===== src/rtl/cmdq_pkg.sv =====
package cmdq_pkg;

   // register offsets (bytes)
   localparam logic [11:0] OFS_CTRL  = 12'h008;
   localparam logic [11:0] OFS_STAT  = 12'h018;
   localparam logic [11:0] OFS_MASK  = 12'h01C;
   localparam logic [11:0] OFS_FSTAT = 12'h024;
   localparam logic [11:0] OFS_WIN   = 12'h200;

   // control bits
   localparam int CB_GO    = 0;
   localparam int CB_HALT  = 1;
   localparam int CB_FLUSH = 2;
   localparam int CB_RESET = 3;

   // status bit positions
   localparam int SB_OVF  = 1;
   localparam int SB_UNK  = 2;
   localparam int SB_FLAG = 5;

   // opcodes
   localparam logic [3:0] OPC_KEY   = 4'd1;
   localparam logic [3:0] OPC_RUN   = 4'd5;
   localparam logic [3:0] OPC_FENCE = 4'd8;

   localparam int CMD_W   = 32;
   localparam int LEN_W   = 25;
   localparam int NSLOT   = 2;
   localparam int STAT_W  = 32;

   typedef struct packed {
      logic [2:0] src;
      logic [1:0] klen;
      logic       enc;
      logic [1:0] mode;
   } keycfg_t;

   function automatic int bad_key_pos(int s);
      return (s == 0) ? 7 : 13;
   endfunction

   function automatic int no_key_pos(int s);
      return (s == 0) ? 11 : 17;
   endfunction

endpackage


===== src/rtl/cmdq_fifo.sv =====
module cmdq_fifo #(
   parameter int DEPTH = 16,
   parameter int WIDTH = 32
) (
   input  logic                          clk,
   input  logic                          rst_n,
   input  logic                          flush,
   input  logic                          push,
   input  logic                          pop,
   input  logic [WIDTH-1:0]              din,
   output logic [WIDTH-1:0]              dout,
   output logic [$clog2(DEPTH)-1:0]      wptr,
   output logic [$clog2(DEPTH)-1:0]      rptr,
   output logic [$clog2(DEPTH):0]        level,
   output logic                          full,
   output logic                          empty
);
   localparam int PW = $clog2(DEPTH);

   generate
      if (DEPTH < 2 || DEPTH > 128 || (DEPTH & (DEPTH - 1)) != 0) begin : g_bad_depth
         $error("cmdq_fifo: DEPTH must be a power of two in 2..128");
      end
      if (WIDTH < 1) begin : g_bad_width
         $error("cmdq_fifo: WIDTH must be positive");
      end
   endgenerate

   logic [WIDTH-1:0] mem [DEPTH];
   logic do_push, do_pop;

   assign full    = level == (PW+1)'(DEPTH);
   assign empty   = level == '0;
   assign do_push = push && !full && !flush;
   assign do_pop  = pop && !empty && !flush;
   assign dout    = mem[rptr];

   always_ff @(posedge clk) begin
      if (do_push) mem[wptr] <= din;
   end

   always_ff @(posedge clk or negedge rst_n) begin
      if (!rst_n) begin
         wptr  <= '0;
         rptr  <= '0;
         level <= '0;
      end else if (flush) begin
         wptr  <= '0;
         rptr  <= '0;
         level <= '0;
      end else begin
         if (do_push) wptr <= wptr + 1'b1;
         if (do_pop)  rptr <= rptr + 1'b1;
         level <= level + (PW+1)'(do_push) - (PW+1)'(do_pop);
      end
   end


   level_bound_chk: assert property (@(posedge clk) disable iff (!rst_n)
      level <= (PW+1)'(DEPTH));


   push_grow_chk: assert property (@(posedge clk) disable iff (!rst_n)
      (push && !full && !pop && !flush) |=> level == $past(level) + 1'b1);

endmodule


===== src/rtl/cmdq_decode.sv =====
module cmdq_decode
   import cmdq_pkg::*;
(
   input  logic [CMD_W-1:0] word,
   output logic             unknown,
   output logic             fence_irq,
   output logic             key_wr,
   output logic             key_ok,
   output logic             key_slot,
   output keycfg_t          key_cfg,
   output logic             run,
   output logic             run_slot,
   output logic [1:0]       run_iv,
   output logic [LEN_W-1:0] run_len
);
   logic [3:0] op;

   assign op        = word[31:28];
   assign unknown   = (op == 4'd0) || (op > OPC_FENCE);
   assign fence_irq = (op == OPC_FENCE) && word[27];

   assign key_wr           = op == OPC_KEY;
   assign key_slot         = word[27];
   assign key_cfg.src      = word[26:24];
   assign key_cfg.klen     = word[23:22];
   assign key_cfg.enc      = word[20];
   assign key_cfg.mode     = word[17:16];
   assign key_ok           = (word[26:24] <= 3'd3) && (word[23:22] != 2'd3)
                             && (word[17:16] != 2'd3);

   assign run      = op == OPC_RUN;
   assign run_slot = word[27];
   assign run_iv   = word[26:25];
   assign run_len  = word[LEN_W-1:0];

   // word[21], word[19:18] and word[15:0] are ignored by key loads
endmodule


===== src/rtl/cmdq_irq.sv =====
module cmdq_irq #(
   parameter int W = 32
) (
   input  logic         clk,
   input  logic         rst_n,
   input  logic         clr_all,
   input  logic [W-1:0] set_vec,
   input  logic         w1c_we,
   input  logic [W-1:0] w1c_mask,
   input  logic         en_we,
   input  logic [W-1:0] en_data,
   output logic [W-1:0] stat,
   output logic [W-1:0] en,
   output logic         irq
);
   generate
      if (W < 18) begin : g_bad_w
         $error("cmdq_irq: W must cover bit 17");
      end
   endgenerate

   logic [W-1:0] clr;
   assign clr = w1c_we ? w1c_mask : '0;
   assign irq = |(stat & en);

   always_ff @(posedge clk or negedge rst_n) begin
      if (!rst_n) begin
         stat <= '0;
         en   <= '0;
      end else begin
         stat <= clr_all ? '0 : ((stat & ~clr) | set_vec);
         if (en_we) en <= en_data;
      end
   end


   set_wins_chk: assert property (@(posedge clk) disable iff (!rst_n)
      (|set_vec && !clr_all) |=> ((stat & $past(set_vec)) == $past(set_vec)));


   reset_clears_chk: assert property (@(posedge clk) disable iff (!rst_n)
      clr_all |=> stat == '0);

endmodule


===== src/rtl/cmdq_front.sv =====
module cmdq_front
   import cmdq_pkg::*;
#(
   parameter int DEPTH = 16,
   parameter int AW    = 12
) (
   input  logic              clk,
   input  logic              rst_n,
   input  logic              wr_en,
   input  logic [AW-1:0]     wr_addr,
   input  logic [31:0]       wr_data,
   input  logic [AW-1:0]     rd_addr,
   output logic [31:0]       rd_data,
   output logic              irq,
   output logic              exec_valid,
   input  logic              exec_ready,
   output logic              exec_key_slot,
   output logic [1:0]        exec_iv_slot,
   output logic [LEN_W-1:0]  exec_len,
   output logic [2:0]        exec_key_sel,
   output logic [1:0]        exec_key_len,
   output logic              exec_encrypt,
   output logic [1:0]        exec_mode
);
   localparam int PW = $clog2(DEPTH);

   generate
      if (AW < 10) begin : g_bad_aw
         $error("cmdq_front: AW must reach the window offset");
      end
   endgenerate

   // bus decode
   logic win_we, ctrl_we, stat_we, mask_we;
   assign win_we  = wr_en && (wr_addr == AW'(OFS_WIN));
   assign ctrl_we = wr_en && (wr_addr == AW'(OFS_CTRL));
   assign stat_we = wr_en && (wr_addr == AW'(OFS_STAT));
   assign mask_we = wr_en && (wr_addr == AW'(OFS_MASK));

   logic ctrl_rst, flush;
   assign ctrl_rst = ctrl_we && wr_data[CB_RESET];
   assign flush    = ctrl_we && (wr_data[CB_FLUSH] || wr_data[CB_RESET]);

   // run state
   logic running_q;
   always_ff @(posedge clk or negedge rst_n) begin
      if (!rst_n)                                    running_q <= 1'b0;
      else if (ctrl_we && (wr_data[CB_HALT] || wr_data[CB_RESET])) running_q <= 1'b0;
      else if (ctrl_we && wr_data[CB_GO])            running_q <= 1'b1;
   end

   // queue
   logic [CMD_W-1:0] head;
   logic [PW-1:0]    f_wptr, f_rptr;
   logic [PW:0]      f_level;
   logic             f_full, f_empty, pop;

   assign pop = running_q && !f_empty && !exec_valid && !flush;

   cmdq_fifo #(.DEPTH(DEPTH), .WIDTH(CMD_W)) u_fifo (
      .clk   (clk),
      .rst_n (rst_n),
      .flush (flush),
      .push  (win_we),
      .pop   (pop),
      .din   (wr_data),
      .dout  (head),
      .wptr  (f_wptr),
      .rptr  (f_rptr),
      .level (f_level),
      .full  (f_full),
      .empty (f_empty)
   );

   // decode
   logic             d_unknown, d_fence, d_key_wr, d_key_ok, d_key_slot;
   logic             d_run, d_run_slot;
   logic [1:0]       d_run_iv;
   logic [LEN_W-1:0] d_run_len;
   keycfg_t          d_key_cfg;

   cmdq_decode u_dec (
      .word      (head),
      .unknown   (d_unknown),
      .fence_irq (d_fence),
      .key_wr    (d_key_wr),
      .key_ok    (d_key_ok),
      .key_slot  (d_key_slot),
      .key_cfg   (d_key_cfg),
      .run       (d_run),
      .run_slot  (d_run_slot),
      .run_iv    (d_run_iv),
      .run_len   (d_run_len)
   );

   // key slots
   logic    loaded_q [NSLOT];
   keycfg_t cfg_q    [NSLOT];

   for (genvar g = 0; g < NSLOT; g++) begin : g_slot
      always_ff @(posedge clk or negedge rst_n) begin
         if (!rst_n) begin
            loaded_q[g] <= 1'b0;
            cfg_q[g]    <= '0;
         end else if (ctrl_rst) begin
            loaded_q[g] <= 1'b0;
         end else if (pop && d_key_wr && d_key_slot == 1'(g)) begin
            loaded_q[g] <= d_key_ok;
            if (d_key_ok) cfg_q[g] <= d_key_cfg;
         end
      end
   end

   logic go;
   assign go = pop && d_run && loaded_q[d_run_slot];

   // status flags
   logic [STAT_W-1:0] set_vec, stat, en;
   always_comb begin
      set_vec          = '0;
      set_vec[SB_OVF]  = win_we && f_full;
      set_vec[SB_UNK]  = pop && d_unknown;
      set_vec[SB_FLAG] = pop && d_fence;
      for (int s = 0; s < NSLOT; s++) begin
         if (pop && d_key_wr && !d_key_ok && d_key_slot == 1'(s))
            set_vec[bad_key_pos(s)] = 1'b1;
         if (pop && d_run && !loaded_q[d_run_slot] && d_run_slot == 1'(s))
            set_vec[no_key_pos(s)] = 1'b1;
      end
   end

   cmdq_irq #(.W(STAT_W)) u_irq (
      .clk      (clk),
      .rst_n    (rst_n),
      .clr_all  (ctrl_rst),
      .set_vec  (set_vec),
      .w1c_we   (stat_we),
      .w1c_mask (wr_data),
      .en_we    (mask_we),
      .en_data  (wr_data),
      .stat     (stat),
      .en       (en),
      .irq      (irq)
   );

   // execute handshake
   logic             ex_slot_q;
   logic [1:0]       ex_iv_q;
   logic [LEN_W-1:0] ex_len_q;

   always_ff @(posedge clk or negedge rst_n) begin
      if (!rst_n) begin
         exec_valid <= 1'b0;
         ex_slot_q  <= 1'b0;
         ex_iv_q    <= '0;
         ex_len_q   <= '0;
      end else if (ctrl_rst) begin
         exec_valid <= 1'b0;
      end else if (exec_valid && exec_ready) begin
         exec_valid <= 1'b0;
      end else if (go) begin
         exec_valid <= 1'b1;
         ex_slot_q  <= d_run_slot;
         ex_iv_q    <= d_run_iv;
         ex_len_q   <= d_run_len;
      end
   end

   keycfg_t ex_cfg;
   assign ex_cfg        = cfg_q[ex_slot_q];
   assign exec_key_slot = ex_slot_q;
   assign exec_iv_slot  = ex_iv_q;
   assign exec_len      = ex_len_q;
   assign exec_key_sel  = ex_cfg.src;
   assign exec_key_len  = ex_cfg.klen;
   assign exec_encrypt  = ex_cfg.enc;
   assign exec_mode     = ex_cfg.mode;

   // read mux
   always_comb begin
      rd_data = '0;
      if (rd_addr == AW'(OFS_CTRL))       rd_data = {31'd0, running_q};
      else if (rd_addr == AW'(OFS_STAT))  rd_data = stat;
      else if (rd_addr == AW'(OFS_MASK))  rd_data = en;
      else if (rd_addr == AW'(OFS_FSTAT))
         rd_data = {8'(f_wptr), 8'(f_rptr), 8'(f_level), 5'd0, f_full, f_empty, 1'b0};
   end


   no_overflow_chk: assert property (@(posedge clk) disable iff (!rst_n)
      (win_we && f_full) |=> stat[SB_OVF]);


   unknown_flag_chk: assert property (@(posedge clk) disable iff (!rst_n)
      (pop && d_unknown) |=> stat[SB_UNK]);


   exec_hold_chk: assert property (@(posedge clk) disable iff (!rst_n)
      (exec_valid && !exec_ready && !ctrl_rst) |=> (exec_valid && $stable(exec_len)
                                                    && $stable(exec_iv_slot)));


   stopped_idle_chk: assert property (@(posedge clk) disable iff (!rst_n)
      (!running_q && !flush) |=> f_rptr == $past(f_rptr));


   no_pop_pending_chk: assert property (@(posedge clk) disable iff (!rst_n)
      (exec_valid && !flush) |=> f_rptr == $past(f_rptr));

endmodule


===== config.mk =====
export PLATFORM = sky130hd
export DESIGN_NAME = cmdq_front
export DESIGN_NICKNAME = d
export VERILOG_FILES = /design/src/rtl/cmdq_pkg.sv /design/src/rtl/cmdq_fifo.sv /design/src/rtl/cmdq_decode.sv /design/src/rtl/cmdq_irq.sv /design/src/rtl/cmdq_front.sv
export SDC_FILE = /design/constraint.sdc
export NUM_CORES = 1
export LEC_CHECK = 0
export BUFFER_PORTS_ARGS = -buffer_cell sky130_fd_sc_hd__clkbuf_2
export CAP_MARGIN = 20
export CELL_PAD_IN_SITES_DETAIL_PLACEMENT = 1
export CELL_PAD_IN_SITES_GLOBAL_PLACEMENT = 1
export CORE_MARGIN = 4
export CORE_UTILIZATION = 40
export DETAILED_ROUTE_END_ITERATION = 16
export PLACE_DENSITY_LB_ADDON = 0.1
export SETUP_SLACK_MARGIN = 0.1
export SLEW_MARGIN = 0
export SYNTH_ARGS = -nofsm -noshare
export SYNTH_HDL_FRONTEND = slang
export SYNTH_SLANG_ARGS = --single-unit

===== constraint.sdc =====
create_clock -name clk -period 5.5 [get_ports clk]
set_input_delay 0.55 -clock clk [delete_from_list [all_inputs] [get_ports clk]]
set_output_delay 0.55 -clock clk [all_outputs]
set_load 0.005 [all_outputs]

==> PnR_summary.wiki <==
{| class="wikitable"
! Metric !! Value
|-
| Layout cells sized above 1 || 27.16%
|-
| Number of filler instances in the final layout || 6061
|-
| Seq pwr share || 49.2%
|-
| Number of library cell types mapped by synthesis || 58
|-
| Combinational family with the most area after synthesis || multiplexers
|-
| Synth-to-layout area growth || 15.94%
|-
| Internal power || 0.008222 W
|-
| Global-route track usage on met3 || 3.678%
|-
| Dominant delay contributor by cell family on the critical path || buffers and inverters
|-
| Slew @ Worst Pin || 1.065 ns
|-
| Critical path class || flop to flop
|-
| Global-route total usage across every layer || 21.01%
|-
| Clock Tree Buf Depth || 3
|-
| Final Cycle Share || 72.80%
|-
| Final WS setup || 1.496 ns
|-
| Final setup viols || 0
|-
| Number of buffers inserted by post-CTS setup repair || 0
|-
| Cell Area, Synth || 0.02552 mm^2
|-
| Root Buffer || sky130_fd_sc_hd__clkbuf_16
|-
| Routed length per placed instance || 28.04 um
|-
| Port bufs || 129
|-
| Minimum setup slack among reg-to-reg paths || 1.50 ns
|-
| CP Data Arrival Time || 4.47 ns
|-
| Sequential cell area || 0.01851 mm^2
|-
| Final WL || 70.49 mm
|-
| CTS buffer count || 70
|-
| Number of max-cap violations || 0
|-
| HPWL after DPL || 43.06 mm
|-
| Mux contribution to synthesized area || 15.93%
|-
| Synthesized net count || 1513
|-
| Switching power total || 0.002502 W
|-
| Number of warnings issued by yosys || 0
|-
| Flop and latch count out of synthesis || 637
|-
| NumNets Final || 1682
|-
| Adder-cell share of the synthesized area || 0.6178%
|-
| Number of buffers and inverters on the critical path || 2
|-
| Combinational share of power || 8.4%
|-
| Capture instance of the worst register-to-register path || exec_len[23]$_DFFE_PN0P_
|-
| CP max stage delay || 0.80 ns
|-
| Clock period minus worst slack || 4.004 ns
|-
| Most used routing layer || met2
|-
| Main area contributors after synthesis || sky130_fd_sc_hd__edfxtp_1, sky130_fd_sc_hd__dfrtp_1, sky130_fd_sc_hd__mux4_2
|-
| Start of the worst register-to-register path || u_fifo.rptr[1]$_DFFE_PN0P_
|-
| Effective utilization at floorplan || 40.45%
|-
| Number of ports placed on the die boundary || 130
|-
| Sinks on Clock Net || 637
|-
| Initial antenna violation count || 3
|-
| Critical path startpoint category || flop
|-
| Finished Core Util || 46.90%
|-
| Core region area || 0.06308 mm^2
|-
| Area fraction in compound gates after synthesis || 5.555%
|-
| DRC errors left || 0
|-
| Overflow after GRT || 0
|-
| CTS clk-pin slew, worst paths || 0.06 ns
|-
| Share of the yosys chip area belonging to registers || 72.51%
|-
| H-tree depth || 3
|-
| Hold violation count in the final report || 0
|-
| Die Footprint || 0.06790 mm^2
|-
| Portion of synthesized cell area occupied by the leading cell type || 60.25%
|-
| Path category of the worst min-delay check || primary input to async pin
|-
| Area of the multi-input gates || 0.006658 mm^2
|-
| Critical-path cell with the highest stage delay || sky130_fd_sc_hd__buf_4
|-
| Final slew viol count || 0
|-
| Met2 track demand over resource || 33.24%
|-
| Detailed-routing iteration count for the pre-antenna-repair pass || 5
|-
| Cells traversed along the worst timing path || buf_4 > mux4_2 > a22oi_1 > nand2_1 > nor4b_4 > nand4_1 > buf_4 > mux2_4
|-
| Final std cell area, no fill || 0.02958 mm^2
|-
| Count of hold-fix buffers inserted at cts || 0
|-
| Remaining number of nets flagged by the antenna check after routing || 0
|-
| Total number of vias || 14038
|-
| Category of the worst setup path capture point || flop
|-
| Number of antenna repair diodes || 0
|-
| Placement-stage worst setup slack || 1.314 ns
|-
| Largest net degree at the start of global routing || 87
|-
| Proportion of synthesized flip-flops having asynchronous set or reset || 19.62%
|-
| Placer congestion estimate || 0.8053
|-
| Power density over the cells || 362.5 mW/mm^2
|-
| Clock tree from TritonCTS || done
|-
| Iteration-0 DRC count of the detailed router || 1168
|-
| Normalized max-slew margin || 29.01%
|-
| Maximum ir drop on the vdd rail || 204.6 uV
|-
| Resized cells post-CTS || 0
|-
| Path length in cells of the critical path || 8
|-
| Post-route clock skew || 0.02266 ns
|-
| Max Freq || 0.2498 GHz
|-
| Global-route wire length before repair || 104.2 mm
|-
| Synth Area in XOR/XNOR || 0.3432%
|-
| Maximum net fanout on the critical path || 50
|-
| Clock network latency to the later pin of the worst-skew pair || 0.60 ns
|-
| RSZ-0062 raised after global routing || false
|-
| Met1 Track Usage GR || 30.82%
|-
| Dominant cell type by area after synthesis || sky130_fd_sc_hd__edfxtp_1
|-
| Switching Fraction || 23.33%
|-
| Simple-gate share of the synthesized area || 3.310%
|-
| Number of standard cells after synthesis || 1441
|-
| Vertical extent of the die || 260.6 um
|-
| Number of cell instances on the worst register-to-register path || 8
|-
| Leakage Power || 11.49 nW
|-
| X dimension of the die || 260.6 um
|-
| Via count of the first global-routing pass || 15037
|-
| Avg Cell Area, Syn || 17.71 um^2
|-
| Synth Flop Type || sky130_fd_sc_hd__edfxtp_1
|-
| Area of placed instances || 0.02733 mm^2
|-
| Result of the run || finished clean
|-
| Cell occurring most often along the worst timing path || sky130_fd_sc_hd__buf_4
|-
| Part of the total power dissipated in the clock network || 42.3%
|-
| Vias/cell || 5.584
|-
| EDFF count, synth || 512
|-
| Data required time of the worst path || 5.97 ns
|-
| Count of standard-cell rows || 92
|}
-- cells by family after synthesis --
kind of cell / Yosys count
compound gates: 203
xor+xnor: 10
fa+ha+maj: 12
buf+inv: 96
flops: 637
mux: 305
simple gates: 178
-- synth_stat cells, types with 3 or more instances --
cell type,instances
sky130_fd_sc_hd__nand3_1,7
sky130_fd_sc_hd__o21ai_0,18
sky130_fd_sc_hd__buf_2,21
sky130_fd_sc_hd__o221ai_1,38
sky130_fd_sc_hd__nor2b_1,3
sky130_fd_sc_hd__dfrtp_1,125
sky130_fd_sc_hd__a221oi_1,24
sky130_fd_sc_hd__mux2i_1,153
sky130_fd_sc_hd__edfxtp_1,512
sky130_fd_sc_hd__xnor2_1,6
sky130_fd_sc_hd__a22oi_1,23
sky130_fd_sc_hd__nor3_1,5
sky130_fd_sc_hd__a32oi_1,4
sky130_fd_sc_hd__mux2_2,73
sky130_fd_sc_hd__nor4_1,7
sky130_fd_sc_hd__buf_6,4
sky130_fd_sc_hd__inv_1,19
sky130_fd_sc_hd__xor2_1,4
sky130_fd_sc_hd__mux4_2,70
sky130_fd_sc_hd__and3_1,4
sky130_fd_sc_hd__buf_1,12
sky130_fd_sc_hd__nand4_1,7
sky130_fd_sc_hd__o22ai_1,29
sky130_fd_sc_hd__and2_1,9
sky130_fd_sc_hd__mux2_4,9
sky130_fd_sc_hd__a21oi_1,52
sky130_fd_sc_hd__nand2_1,78
sky130_fd_sc_hd__ha_1,11
sky130_fd_sc_hd__nor2_1,44
sky130_fd_sc_hd__buf_4,7
sky130_fd_sc_hd__clkbuf_1,32
-- state kept, by name (all words and copies together), names as in the netlist --
register	cells
exec_valid	1
cfg_q	16
exec_key_slot	1
u_irq.stat	32
u_irq.en	32
exec_iv_slot	2
u_fifo.mem	512
u_fifo.rptr	4
exec_len	25
running_q	1
u_fifo.level	5
u_fifo.wptr	4
loaded_q	2
-- worst register-to-register path, delay by kind of cell (launching register included) --
family,cells,cell delay [ns]
flops,1,0.68
buf+inv,2,1.17
mux,2,0.84
simple gates,3,0.96
compound gates,1,0.21
-- placed cells by master, fill, tap and decap left out, types with 11 or more instances in the layout --
cell type	count
sky130_fd_sc_hd__clkbuf_16	76
sky130_fd_sc_hd__a221oi_1	24
sky130_fd_sc_hd__o22ai_1	29
sky130_fd_sc_hd__clkinv_2	12
sky130_fd_sc_hd__nor2_1	40
sky130_fd_sc_hd__mux2_2	73
sky130_fd_sc_hd__mux4_2	70
sky130_fd_sc_hd__mux2i_1	153
sky130_fd_sc_hd__clkbuf_1	21
sky130_fd_sc_hd__nand2_1	78
sky130_fd_sc_hd__clkbuf_2	128
sky130_fd_sc_hd__inv_1	19
sky130_fd_sc_hd__o221ai_1	38
sky130_fd_sc_hd__o21ai_0	18
sky130_fd_sc_hd__dfrtp_1	121
sky130_fd_sc_hd__ha_1	11
sky130_fd_sc_hd__a22oi_1	23
sky130_fd_sc_hd__edfxtp_1	512
sky130_fd_sc_hd__buf_4	39
sky130_fd_sc_hd__a21oi_1	52
sky130_fd_sc_hd__clkinv_1	12
-- per-layer routing --
layer | wire length [um] | part of all wire (%)
met1 | 32180 | 46
met2 | 33470 | 47
met3 | 3896 | 5.5
met4 | 940 | 1.3
met5 | 0 | 0
-- cell type report --
type	instances	share of cell area [%]
flip-flops and latches	637	62.58
multi-input cells	708	22.50
repair buffers	173	3.557
clock buffers	103	6.974
inverters	20	0.2538
well taps	846	3.578
clock inverters	27	0.5583
-- power groups by stage --
stage                     combinational (W)  sequential [W]  clock (W)
final                              0.000905         0.00528    0.00454
after global routing               0.000992         0.00528    0.00486
after CTS                          0.000919         0.00528    0.00465
after detailed placement           0.000915         0.00538          0
after global placement             0.000904         0.00538          0
after floorplan                    0.000601         0.00534          0
-- per-stage QoR --
stage / setup TNS (ns) / hold slack [ns] / power, W / std cells
final: 0 / 0.02759 / 0.01072 / 2514
after global routing: 0 / 0.08785 / 0.01114 / 2514
after CTS: 0 / 0.07752 / 0.01084 / 2513
after detailed placement: 0 / 0.4713 / 0.006296 / 2383
after global placement: 0 / 0.4666 / 0.006284 / 2383
after floorplan: -7.240 / 0.2544 / 0.005943 / 1441
-- worst max path at each step --
| stage | from | end |
|---|---|---|
| 4_1_cts | u_fifo.rptr[1]$_DFFE_PN0P_ | exec_len[23]$_DFFE_PN0P_ |
| 6_report | u_fifo.rptr[1]$_DFFE_PN0P_ | exec_len[23]$_DFFE_PN0P_ |
| 3_3_place_gp | wr_addr[11] | u_fifo.level[4]$_DFF_PN0_ |
| 2_1_floorplan | wr_addr[11] | u_fifo.mem[3][0]$_DFFE_PP_ |
| 5_1_grt | u_fifo.rptr[3]$_DFFE_PN0P_ | exec_len[17]$_DFFE_PN0P_ |
| 3_5_place_dp | wr_addr[11] | u_fifo.level[4]$_DFF_PN0_ |
Note: power is estimated with default switching activity, not from simulation.
